## config.mk

```make
export PLATFORM = sky130hd
export DESIGN_NAME = pinctl_bank
export DESIGN_NICKNAME = d
export VERILOG_FILES = /design/src/rtl/pinctl_pkg.sv /design/src/rtl/pinctl_wr_dec.sv /design/src/rtl/pinctl_pin_reg.sv /design/src/rtl/pinctl_rd_mux.sv /design/src/rtl/pinctl_bank.sv
export SDC_FILE = /design/constraint.sdc
export NUM_CORES = 1
export LEC_CHECK = 0
export BUFFER_PORTS_ARGS = -buffer_cell sky130_fd_sc_hd__buf_2
export CORE_UTILIZATION = 45
export CTS_CLUSTER_DIAMETER = 40
export DETAILED_ROUTE_END_ITERATION = 7
export GPL_TIMING_DRIVEN = 0
export PLACE_DENSITY = 0.69
export REMOVE_ABC_BUFFERS = 1
export SLEW_MARGIN = 20
export SYNTH_ARGS = -nofsm -noshare
export SYNTH_HDL_FRONTEND = slang
export SYNTH_SLANG_ARGS = --single-unit
```

## constraint.sdc

```tcl
create_clock -name clk -period 3 [get_ports clk]
set_clock_uncertainty 0.2 [all_clocks]
set_input_delay 0.45 -clock clk [delete_from_list [all_inputs] [get_ports clk]]
set_output_delay 0.45 -clock clk [all_outputs]
set_load 0.01 [all_outputs]
```

## src/rtl/pinctl_pkg.sv

```systemverilog
package pinctl_pkg;

  localparam int CFG_W     = 16;
  localparam int GROUP_W   = 16;
  // bits that hold state: 15, 10:8, 6:4, 2:0
  localparam logic [CFG_W-1:0] CFG_IMPL_MASK = 16'h8777;

  typedef struct packed {
    logic       lock;      // 15
    logic [3:0] rsv_hi;    // 14:11
    logic [2:0] mux;       // 10:8
    logic       rsv7;      // 7
    logic       drive_hi;  // 6
    logic       od_en;     // 5
    logic       filt_en;   // 4
    logic       rsv3;      // 3
    logic       slow_slew; // 2
    logic [1:0] pull;      // 1:0
  } pin_cfg_t;

endpackage

```

## src/rtl/pinctl_wr_dec.sv

```systemverilog
module pinctl_wr_dec #(
  parameter int NUM_PINS = 32,
  parameter int ADDR_W   = 6
) (
  input  logic                          wr_en,
  input  logic [ADDR_W-1:0]             addr,
  input  logic [pinctl_pkg::GROUP_W-1:0] grp_mask,
  output logic [NUM_PINS-1:0]           pin_we
);
  import pinctl_pkg::*;

  localparam int NUM_GROUPS = NUM_PINS / GROUP_W;

  for (genvar i = 0; i < NUM_PINS; i++) begin : g_pin
    localparam int GRP = i / GROUP_W;
    localparam int SUB = i % GROUP_W;
    logic hit_direct;
    logic hit_group;
    assign hit_direct = (addr == ADDR_W'(i));
    assign hit_group  = (addr == ADDR_W'(NUM_PINS + GRP)) && grp_mask[SUB];
    assign pin_we[i]  = wr_en && (hit_direct || hit_group);
  end

  if (NUM_GROUPS * GROUP_W != NUM_PINS) begin : g_bad_cfg
    initial $error("NUM_PINS must be a multiple of the group width");
  end

endmodule

```

## src/rtl/pinctl_pin_reg.sv

```systemverilog
module pinctl_pin_reg (
  input  logic                           clk,
  input  logic                           rst_n,
  input  logic                           we,
  input  logic [pinctl_pkg::CFG_W-1:0]   wval,
  output pinctl_pkg::pin_cfg_t           cfg_q
);
  import pinctl_pkg::*;

  always_ff @(posedge clk) begin
    if (!rst_n) begin
      cfg_q <= '0;
    end else if (we && !cfg_q.lock) begin
      cfg_q <= pin_cfg_t'(wval & CFG_IMPL_MASK);
    end
  end

endmodule

```

## src/rtl/pinctl_rd_mux.sv

```systemverilog
module pinctl_rd_mux #(
  parameter int NUM_PINS = 32,
  parameter int ADDR_W   = 6
) (
  input  logic                                clk,
  input  logic                                rst_n,
  input  logic                                rd_en,
  input  logic [ADDR_W-1:0]                   addr,
  input  logic [pinctl_pkg::CFG_W*NUM_PINS-1:0] cfg_flat,
  output logic [31:0]                         rdata
);
  import pinctl_pkg::*;

  logic [CFG_W-1:0] sel;

  always_comb begin
    sel = '0;
    for (int i = 0; i < NUM_PINS; i++) begin
      if (addr == ADDR_W'(i)) sel = cfg_flat[CFG_W*i +: CFG_W];
    end
  end

  always_ff @(posedge clk) begin
    if (!rst_n) begin
      rdata <= '0;
    end else if (rd_en) begin
      rdata <= {{(32-CFG_W){1'b0}}, sel};
    end
  end

endmodule

```

## src/rtl/pinctl_bank.sv

```systemverilog
module pinctl_bank #(
  parameter int NUM_PINS = 32,
  parameter int ADDR_W   = 6
) (
  input  logic                  clk,
  input  logic                  rst_n,
  input  logic                  wr_en,
  input  logic                  rd_en,
  input  logic [ADDR_W-1:0]     addr,
  input  logic [31:0]           wdata,
  output logic [31:0]           rdata,
  output logic [2*NUM_PINS-1:0] pull_sel,
  output logic [NUM_PINS-1:0]   slow_slew,
  output logic [NUM_PINS-1:0]   filt_en,
  output logic [NUM_PINS-1:0]   od_en,
  output logic [NUM_PINS-1:0]   drive_hi,
  output logic [3*NUM_PINS-1:0] mux_sel,
  output logic [NUM_PINS-1:0]   pin_locked
);
  import pinctl_pkg::*;

  logic [NUM_PINS-1:0]       pin_we;
  logic [CFG_W*NUM_PINS-1:0] cfg_flat;

  pinctl_wr_dec #(.NUM_PINS(NUM_PINS), .ADDR_W(ADDR_W)) u_dec (
    .wr_en    (wr_en),
    .addr     (addr),
    .grp_mask (wdata[31:16]),
    .pin_we   (pin_we)
  );

  for (genvar i = 0; i < NUM_PINS; i++) begin : g_pin
    pin_cfg_t cfg;
    pinctl_pin_reg u_reg (
      .clk   (clk),
      .rst_n (rst_n),
      .we    (pin_we[i]),
      .wval  (wdata[CFG_W-1:0]),
      .cfg_q (cfg)
    );
    assign cfg_flat[CFG_W*i +: CFG_W] = cfg;
    assign pull_sel[2*i +: 2]         = cfg.pull;
    assign slow_slew[i]               = cfg.slow_slew;
    assign filt_en[i]                 = cfg.filt_en;
    assign od_en[i]                   = cfg.od_en;
    assign drive_hi[i]                = cfg.drive_hi;
    assign mux_sel[3*i +: 3]          = cfg.mux;
    assign pin_locked[i]              = cfg.lock;
  end

  pinctl_rd_mux #(.NUM_PINS(NUM_PINS), .ADDR_W(ADDR_W)) u_rd (
    .clk      (clk),
    .rst_n    (rst_n),
    .rd_en    (rd_en),
    .addr     (addr),
    .cfg_flat (cfg_flat),
    .rdata    (rdata)
  );

endmodule

```

==> impl_metrics.csv, run 1 <==
group,metric,value,unit
power_and_ir_drop,internal_power,0.00836,W
worst_setup_path,crit_path_end,"u_rd.rdata[6]",
global_routing,grt.overflow.total,0,
detailed_routing,initialDrtViolationCount,1968,
power_and_ir_drop,pwr-share-seq,39.8,%
logic_synthesis,avgSynthCellArea,9.48,µm²
detailed_routing,vias,15700,
power_and_ir_drop,switching_share,25.2,%
logic_synthesis,ys_ff_latch,330,
power_and_ir_drop,p_sw,0.00282,W
timing,slew_violations,0,
worst_setup_path,r2r_end,"u_rd.rdata[6]",
floorplan,die_height,196,µm
hold_path,hold_path_class,"input pin to flop",
worst_setup_path,crit_cells,11,
global_routing,gr-usage-all-layers,34.8,%
floorplan,core,0.0368,mm²
timing,setup-tns-final,-46.0,ps
clock_tree,worstSkewPairLatency,580,ps
placed_design,place.gp.congestion,0.919,
power_and_ir_drop,p_clk_share,52.0,%
worst_setup_path,crit_type,"input pin to flop",
timing,fmax,328,MHz
layout,nets,2119,
floorplan,design.die.area,0.0384,mm²
detailed_routing,ant_nets,0,
worst_setup_path,critPathMostFrequentCell,"a21oi_1",
clock_tree,cts.sinks,330,
global_routing,grt_max_degree,162,
timing,whs,35.1,ps
worst_setup_path,startpoint_type,"input pin",
detailed_routing,firstDrtPassIters,7,
global_routing,grt_pass1_wl,99700,µm
logic_synthesis,ys_seq_area_share,39.1,%
detailed_routing,drc,0,
timing,period_needed,3050,ps
worst_setup_path,slowest_stage,"a21oi_1",
clock_tree,numCtsBuffers,48,
worst_setup_path,r2r_setup_slack,310,ps
layout,drive_above_1_share,27.8,%
timing,slew_headroom,23.0,%
placed_design,post-dp-hpwl,46200,µm
run,maxCapViolCount,0,
logic_synthesis,yosys.cell_types.count,75,
logic_synthesis,netlist_instances,1785,
logic_synthesis,yosysTopAreaCell,"dfxtp_1",
placed_design,numPortBuffers,365,
status,status,"finished with violations",
floorplan,ios,394,
worst_setup_path,arrival,3290,ps
clock_tree,clk_pin_slew,60,ps
power_and_ir_drop,share_comb_of_total_power,8.2,%
clock_tree,cts_tree,"done",
floorplan,row_count,70,
logic_synthesis,ys_warn_count,0,
timing,post-route-period-util,102,%
clock_tree,cts_hold_buf,0,
timing,tightest_slew,1150,ps
detailed_routing,routed_wirelength,70000,µm
layout,final_common_cell,"buf_2",
power_and_ir_drop,power_density,529,mW/mm²
logic_synthesis,async_reset_ff_share,0,%
floorplan,die_w,196,µm
layout,synthToLayoutAreaGrowth,24.9,%
logic_synthesis,synth_top_area_share,39.1,%
worst_setup_path,crit_required,3240,ps
worst_setup_path,end_kind,"flop",
layout,final_cell_mix,"buf_2, dfxtp_1, mux2i_1",
worst_setup_path,cp_cell_sequence,"buf_8 -> buf_16 -> nor2b_4 -> buf_4 -> buf_4 -> a21oi_1 -> o22ai_1 -> a21oi_1 -> o21ai_0 -> a21oi_1 -> o21ai_0",
detailed_routing,avgViaCountPerCell,6.08,
power_and_ir_drop,ir_worst_vdd,423,µV
timing,grt_setup_unrepaired,"no",
clock_tree,cts_max_level,2,
timing,setup_viol,1,
timing,finalHoldViolations,0,
global_routing,antenna_found_initial,0,
detailed_routing,wl_per_cell,27.1,µm
logic_synthesis,synth-main-ff-cell,"dfxtp_1",
logic_synthesis,synth_edf_count,0,
clock_tree,cts_max_path_buffers,3,
worst_setup_path,cp_max_fo,46,
worst_setup_path,crit_family,"compound AO/OA/AOI/OAI gates",
global_routing,grt_pass1_vias,14700,
logic_synthesis,synthTopCellsByArea,"dfxtp_1, mux2i_1, nor2b_1, a21oi_1, buf_4",
floorplan,start_util,46.0,%
clock_tree,cts_root_buffer,"clkbuf_16",
worst_setup_path,cp-startpoint,"addr[1]",
worst_setup_path,r2r_start,"g_pin[15].u_reg.cfg_q[6]",
worst_setup_path,reg2reg_depth,7,
logic_synthesis,synthesis.area,0.0169,mm²
worst_setup_path,max_stage_delay,400,ps
timing,fin_ws,-46.0,ps
power_and_ir_drop,leakagePower,8.01,nW
status,violations,"negative setup slack",
worst_setup_path,timing.critical_path.buf_inv,4,
==> Yosys cell counts, drive strengths merged, types with 5 or more instances <==
library cell and instances:
a211oi 9, a21oi 85, a221o 5, a221oi 7, a22o 5, a22oi 28, a31oi 13, a32o 5
a32oi 6, and2 7, buf 102, clkbuf 93, dfxtp 330, inv 6, mux2 17, mux2i 327
mux4 8, nand2 55, nand2b 10, nand3 14, nor2 86, nor2b 302, nor3 24, nor3b 25
nor4 5, o2111ai 8, o211ai 12, o21a 29, o21ai 62, o221ai 8, o22ai 21, o2bb2ai 8
o31ai 5, o32ai 6
==> power groups by stage <==
stage	Sequential [W]	Clock (W)	Combinational (W)
after floorplan	0.00455	0	0.000336
after global placement	0.00454	0	0.000821
after detailed placement	0.00454	0	0.000835
after CTS	0.00445	0.00582	0.000865
after global routing	0.00445	0.00602	0.000941
final	0.00445	0.00581	0.000918
==> registers in the layout, indices dropped and copies added (netlist names) <==
name,flops
g_pin.u_reg.cfg_q,320
u_rd.rdata,10
==> layer usage <==
layer	GRT usage, %	vias to the layer above	wire, µm	part of all wire [%]
li1	-	6872	-	-
met2	51.3	980	29800	43
met4	17.4	0	3760	5.4
met3	9.16	193	7510	11
met1	46.7	7669	28900	41
met5	0	-	0	0
==> per-stage QoR <==
stage	setup slack, ps	total power (W)	area [µm²]	instances	util (%)
detailed placement	-1280	0.00537	18900	2466	51.3
floorplan	-356	0.00488	16000	1611	-
CTS	-18.2	0.0111	20800	2570	56.7
global route	37.6	0.0114	21100	2582	57.4
global placement	-4590	0.00536	18400	2444	50.0
finish	-46.0	0.0112	21100	2583	57.4
==> cells by family (layout without fill, tap and decap cells) <==
| group | Yosys count | after routing | share of synthesized area [%] |
|---|---|---|---|
| flops | 330 | 330 | 39.1 |
| simple gates | 549 | 550 | 19.5 |
| mux | 352 | 352 | 21.5 |
| compound gates | 349 | 349 | 13.7 |
| buf+inv | 204 | 511 | 6.18 |
| other cells | 1 | 23 | 0.0222 |
==> worst min-delay path by stage <==
| stage | to | cells past startpoint | start | slack (ps) |
|---|---|---|---|---|
| CTS | g_pin[0].u_reg.cfg_q[10] | 2 | rst_n | 20 |
| finish | g_pin[0].u_reg.cfg_q[10] | 2 | rst_n | 40 |
| floorplan | g_pin[0].u_reg.cfg_q[15] | 1 | g_pin[0].u_reg.cfg_q[15] | 340 |
| detailed placement | g_pin[0].u_reg.cfg_q[15] | 1 | g_pin[0].u_reg.cfg_q[15] | 300 |
| global placement | g_pin[0].u_reg.cfg_q[15] | 1 | g_pin[0].u_reg.cfg_q[15] | 290 |
| global route | g_pin[1].u_reg.cfg_q[6] | 2 | rst_n | 40 |
==> layout make-up <==
cell class | instances | area, µm²
tap | 468 | 586
sequential | 330 | 6610
fill | 3283 | 15700
timing repair buffer | 415 | 2580
antenna | 1 | 2.50
inverter | 9 | 46.3
multi-input combinational | 1273 | 9660
clock inverter | 19 | 226
clock buffer | 68 | 1420
==> repair_timing <==
item / CTS / global route
cloned: 1 / 2
pin swaps: 8 / 9
buffers inserted: 16 / 10
setup endpoints to repair: 229 / 103
resized for setup: 31 / 13
(Power assumes the default switching activity.)
==> inputs of run 2 (changes only) <==
ABC_AREA = 1   (was default)
PLACE_DENSITY = 0.7   (was 0.69)
==> run 2 against run 1 <==
- the run still ends with negative setup slack left
- final cell count is 16% higher
- critical path depth up 9
- core utilization up 0.86 points
- combinational power is 33% lower
- register-to-register slack worse by 460 ps
- via count is 2.9% higher
- critical endpoint is now u_rd.rdata[1]
- largest power group unchanged
- highest routed layer unchanged
==> impl_metrics.csv, run 2 <==
group,metric,value,unit
status,status,"finished with violations",
status,violations,"negative setup slack",
global_routing,grt_max_degree,124,
timing,fin_ws,-154,ps
logic_synthesis,synth_edf_count,0,
hold_path,hold_path_class,"input pin to flop",
timing,post-route-period-util,105,%
worst_setup_path,crit_type,"flop to flop",
detailed_routing,wl_per_cell,19.0,µm
placed_design,place.gp.congestion,0.922,
floorplan,die_height,184,µm
clock_tree,clk_pin_slew,50,ps
global_routing,grt_pass1_vias,14300,
layout,drive_above_1_share,23.5,%
layout,largest_register,"g_pin.u_reg.cfg_q",
timing,setup_viol,4,
hold_path,holdPathEnd,"u_rd.rdata[4]",
worst_setup_path,critPathMostFrequentCell,"nand4_1",
global_routing,grt.overflow.total,0,
worst_setup_path,r2r_start,"g_pin[0].u_reg.cfg_q[1]",
logic_synthesis,synthTopCellsByArea,"dfxtp_1, nand2_1, a21oi_1, inv_1, o21ai_0",
worst_setup_path,r2r_setup_slack,-150,ps
logic_synthesis,ys_warn_count,0,
power_and_ir_drop,leakagePower,8.01,nW
clock_tree,numCtsBuffers,46,
power_and_ir_drop,ir_worst_vdd,475,µV
logic_synthesis,synth-main-ff-cell,"dfxtp_1",
clock_tree,cts_max_level,2,
logic_synthesis,synthesis.area,0.0149,mm²
worst_setup_path,slowest_stage,"dfxtp_2",
detailed_routing,routed_wirelength,56800,µm
timing,slew_violations,0,
worst_setup_path,cp-startpoint,"g_pin[0].u_reg.cfg_q[1]",
timing,finalHoldViolations,0,
placed_design,dp_slack,-862,ps
floorplan,die_w,184,µm
global_routing,gr-usage-all-layers,31.6,%
worst_setup_path,crit_required,3180,ps
logic_synthesis,ys_ff_latch,330,
clock_tree,cts_root_buffer,"clkbuf_16",
layout,nets,2559,
worst_setup_path,max_stage_delay,340,ps
layout,final_cell_mix,"nand2_1, buf_2, a21oi_1",
layout,reg_top3,"g_pin.u_reg.cfg_q: 320 flops, u_rd.rdata: 10 flops",
logic_synthesis,yosysTopAreaCell,"dfxtp_1",
logic_synthesis,yosys.cell_types.count,32,
clock_tree,worstSkewPairLatency,530,ps
layout,largest_reg_flops,320,
floorplan,start_util,45.7,%
placed_design,dp.cells,2882,
floorplan,ios,394,
detailed_routing,firstDrtPassIters,6,
detailed_routing,vias,16200,
detailed_routing,drc,0,
logic_synthesis,synth_top_area_share,44.5,%
detailed_routing,ant_nets,0,
hold_path,min-delay-start,"rd_en",
global_routing,grt_pass1_wl,82600,µm
floorplan,row_count,66,
timing,slew_headroom,32.2,%
layout,synthToLayoutAreaGrowth,27.7,%
timing,tightest_slew,1020,ps
logic_synthesis,yosysMostFrequentCell,"nand2_1",
worst_setup_path,arrival,3340,ps
worst_setup_path,r2r_end,"u_rd.rdata[1]",
logic_synthesis,netlist_instances,2190,
logic_synthesis,ys_seq_area_share,44.5,%
worst_setup_path,cp_cell_sequence,"nand4_1 -> nand2_1 -> nor2_2 -> nand4_1 -> nand2_1 -> nand4_1 -> nor2_2 -> nand4_1 -> nand2_1 -> nand4_1 -> nor2_2 -> nand4_1 -> nor2_1 -> nand3_1 -> nor2_2 -> nand3_2 -> nand2_2 -> nand3_2 -> nand2_1 -> a21oi_1",
floorplan,core,0.0325,mm²
layout,instances_no_fill,2996,
global_routing,antenna_found_initial,2,
layout,num-fill-cells,3118,
run,maxCapViolCount,0,
detailed_routing,initialDrtViolationCount,1584,
placed_design,post-dp-hpwl,38800,µm
worst_setup_path,end_kind,"flop",
floorplan,design.die.area,0.0337,mm²
logic_synthesis,async_reset_ff_share,0,%
worst_setup_path,cp_max_fo,3,
power_and_ir_drop,power_density,564,mW/mm²
power_and_ir_drop,p_total,0.0107,W
clock_tree,cts_max_path_buffers,3,
hold_path,min_path_cells,5,
timing,fmax,317,MHz
timing,grt_setup_unrepaired,"yes",
detailed_routing,avgViaCountPerCell,5.40,
worst_setup_path,reg2reg_depth,20,
logic_synthesis,avgSynthCellArea,6.78,µm²
timing,whs,156,ps
layout,final_common_cell,"nand2_1",
worst_setup_path,startpoint_type,"flop",
timing,period_needed,3150,ps
clock_tree,cts.sinks,330,
placed_design,numPortBuffers,365,
logic_synthesis,synth.top_cells.by_count,"nand2_1, a21oi_1, dfxtp_1",
clock_tree,cts_hold_buf,0,
clock_tree,cts_tree,"done",
## run 2: changes by cell type after synthesis, moves of 29 or more
cell / before / now
buf_4: 52 / 22
o21ai_0: 60 / 159
nand3_1: 14 / 60
buf_2: 43 / 4
nor2b_1: 302 / 0
a21oi_1: 85 / 349
nand4_1: 1 / 61
nand2_1: 55 / 710
mux2i_1: 327 / 0
inv_1: 5 / 224
o21a_1: 29 / 0
## run 2: how the worst max path moves through the flow
stage                                     to  slack, ps  depth (start not counted)
CTS                            u_rd.rdata[1]        -80                         21
detailed placement             u_rd.rdata[0]       -860                         24
floorplan            g_pin[0].u_reg.cfg_q[0]        280                          2
finish                         u_rd.rdata[1]       -150                         20
global route                   u_rd.rdata[1]       -240                         20
global placement    g_pin[24].u_reg.cfg_q[6]      -2270                          3
## run 2: metrics by stage
stage | TNS [ps] | instance area (µm²) | utilization [%]
2_1_floorplan | 0 | 14200 | -
3_3_place_gp | -532080 | 16600 | 51.0
3_5_place_dp | -96670 | 16700 | 51.2
4_1_cts | -202 | 18400 | 56.4
5_1_grt | -2240 | 19000 | 58.3
6_report | -358 | 19000 | 58.3
## run 2: power breakdown
group / total (W) / switching, W / internal, W / leakage [nW]
Sequential: 0.00445 / 0.0000280 / 0.00442 / 2.66
Clock: 0.00565 / 0.00207 / 0.00358 / 0.782
Combinational: 0.000611 / 0.000462 / 0.000149 / 4.57
## run 2: final cells by class
cell class                 count  area, µm²  share of cell area, %
antenna                        2       5.00                 0.0264
clock buffer                  63       1350                   7.10
clock inverter                20        262                   1.38
inverter                     247        953                   5.03
multi-input combinational   1498       7060                   37.2
sequential                   330       6610                   34.9
tap                          442        553                   2.92
timing repair buffer         393       2160                   11.4
timing repair inverter         1       16.3                 0.0858
## run 2: timing repair
item / in CTS / in global routing
gates cloned: 0 / 4
setup buffers: 2 / 23
endpoints found under the hold margin: 0 / 0
endpoints found under the setup margin: 45 / 85
pin swaps: 6 / 70
gates resized for setup: 22 / 106
## run 2: logic make-up after synthesis
kind of cell / after synthesis / share of synthesized area [%]
flip-flops: 330 / 44.5
buffers and inverters: 386 / 11.1
other: 1 / 0.0252
AO/OA/AOI/OAI: 524 / 17.9
AND/OR/NAND/NOR: 949 / 26.6
## run 2: routing by layer
layer  share of wire (%)  vias up  track usage [%]  wire [µm]
met4                 4.4        0             14.1       2520
met3                 9.2      153             4.91       5230
met5                   0        -                0          0
li1                    -     7649                -          -
met2                  45      893             50.2      25800
met1                  41     7469             42.4      23300
## run 2: critical path, delay by kind of cell (launching register included)
family | cells | cell delay, ps
simple gates | 19 | 2420
flops | 1 | 340
compound gates | 1 | 60
==> inputs of run 3 (changes only) <==
CORE_ASPECT_RATIO = 1.5   (was default)
MAX_ROUTING_LAYER = met4   (was default)
==> run 3 against run 2 <==
- the flow still finishes with violations (negative setup slack)
- worst hold slack better by 8.5 ps
- global-route usage is 2.1 points higher
- clock-buffer cell count is 12 lower
- die area hardly changed
- core utilization is 1.4 points lower
- routed wire length is 0.85% higher
- critical path depth stayed put
- clock power is 14% lower
- sequential power hardly changed
==> impl_metrics.csv, run 3 (same netlist as run 2, synthesis figures left out) <==
group,metric,value,unit
clock_tree,cts_max_path_buffers,3,
layout,drive_above_1_share,22.3,%
global_routing,grt.overflow.total,0,
timing,tightest_slew,991,ps
floorplan,core,0.0325,mm²
layout,final_common_cell,"nand2_1",
hold_path,hold_path_class,"input pin to flop",
floorplan,die_height,225,µm
run,maxCapViolCount,0,
clock_tree,cts_hold_buf,0,
timing,period_needed,3030,ps
placed_design,dp.cells,2854,
timing,grt_setup_unrepaired,"yes",
timing,whs,164,ps
global_routing,antenna_found_initial,3,
detailed_routing,initialDrtViolationCount,1206,
global_routing,grt_pass1_wl,84000,µm
timing,post-route-period-util,101,%
layout,instances_no_fill,2954,
layout,largest_reg_flops,320,
floorplan,die_w,150,µm
timing,setup_viol,2,
global_routing,gr-usage-all-layers,33.8,%
placed_design,dp_slack,-877,ps
clock_tree,worstSkewPairLatency,530,ps
worst_setup_path,startpoint_type,"flop",
layout,largest_register,"g_pin.u_reg.cfg_q",
floorplan,ios,394,
timing,slew_headroom,34.0,%
power_and_ir_drop,power_density,535,mW/mm²
layout,synthToLayoutAreaGrowth,24.6,%
status,violations,"negative setup slack",
detailed_routing,firstDrtPassIters,7,
detailed_routing,wl_per_cell,19.4,µm
clock_tree,cts_tree,"done",
timing,fmax,330,MHz
placed_design,place.gp.congestion,0.906,
worst_setup_path,crit_type,"flop to flop",
timing,slew_violations,0,
layout,nets,2549,
clock_tree,cts_max_level,2,
timing,fin_ws,-31.8,ps
detailed_routing,routed_wirelength,57300,µm
worst_setup_path,end_kind,"flop",
detailed_routing,avgViaCountPerCell,5.40,
layout,reg_top3,"g_pin.u_reg.cfg_q: 320 flops, u_rd.rdata: 10 flops",
detailed_routing,drc,0,
clock_tree,cts_root_buffer,"clkbuf_16",
floorplan,design.die.area,0.0338,mm²
layout,final_cell_mix,"nand2_1, buf_2, a21oi_1",
clock_tree,clk_pin_slew,60,ps
worst_setup_path,crit_required,3200,ps
floorplan,start_util,45.7,%
status,status,"finished with violations",
power_and_ir_drop,ir_worst_vdd,333,µV
detailed_routing,vias,16000,
detailed_routing,ant_nets,0,
clock_tree,cts.sinks,330,
power_and_ir_drop,leakagePower,7.81,nW
worst_setup_path,cp_max_fo,3,
timing,setup-tns-final,-45.4,ps
placed_design,post-dp-hpwl,39700,µm
timing,finalHoldViolations,0,
global_routing,grt_max_degree,124,
placed_design,numPortBuffers,365,
worst_setup_path,arrival,3230,ps
global_routing,grt_pass1_vias,14800,
floorplan,row_count,81,
layout,num-fill-cells,3118,
clock_tree,numCtsBuffers,39,
-- run 3: power breakdown --
group	internal (W)	leakage, nW	switching [W]
logic	0.000145	4.48	0.000451
registers	0.00442	2.66	0.0000282
clock network	0.00287	0.661	0.00198
-- run 3: final timing paths --
path | start | end | slack, ps | depth (start not counted)
max reg2reg | g_pin[1].u_reg.cfg_q[10] | u_rd.rdata[10] | -30 | 20
max | g_pin[1].u_reg.cfg_q[10] | u_rd.rdata[10] | -30 | 20
min reg2reg | g_pin[30].u_reg.cfg_q[10] | g_pin[30].u_reg.cfg_q[10] | 260 | 2
min | rd_en | u_rd.rdata[5] | 160 | 5
-- run 3: timing repair --
item	CTS	global route
buffers inserted	16	11
resized for setup	40	68
gates cloned	0	1
endpoints found under the setup margin	35	46
pin swaps	20	48
-- run 3: layer usage --
layer	share of wire, %	track usage [%]	vias to the layer above
met5	0	-	-
met4	7.5	23.4	0
met3	7.1	5.42	197
met2	48	54.5	786
met1	37	37.9	7369
li1	-	-	7598
-- run 3: layout make-up --
type / instances / area, µm² / share of cell area (%)
well taps: 415 / 519 / 2.80
clock buffers: 51 / 1130 / 6.12
flip-flops and latches: 330 / 6620 / 35.7
clock inverters: 19 / 190 / 1.03
inverters: 247 / 968 / 5.23
multi-input cells: 1496 / 6920 / 37.4
diodes: 3 / 7.51 / 0.0405
repair buffers: 393 / 2160 / 11.7
-- run 3: critical path, cell delays in order, from the launching register on --
cell     delay (ps)
dfxtp_2         340
nand4_1          90
nand2_1          70
nor2_2          150
nand4_1         200
nand2_1         110
nand4_1         100
nor2_1          120
nand3_1          90
nand2_1          80
nand4_1         190
nor2_1          160
nand4_1         180
nor2_2          160
nand4_1         130
nor2_1          140
nand3_1         100
nand2_1          90
nand3_1          80
nand2_1          80
a21oi_2          40
-- run 3: through the flow --
step	instance area [µm²]	total power (W)	util, %
4_1_cts	18200	0.00990	56.0
2_1_floorplan	14200	0.00478	-
6_report	18500	0.00990	56.9
5_1_grt	18500	0.0102	56.9
3_5_place_dp	16600	0.00508	51.1
3_3_place_gp	16600	0.00507	50.9
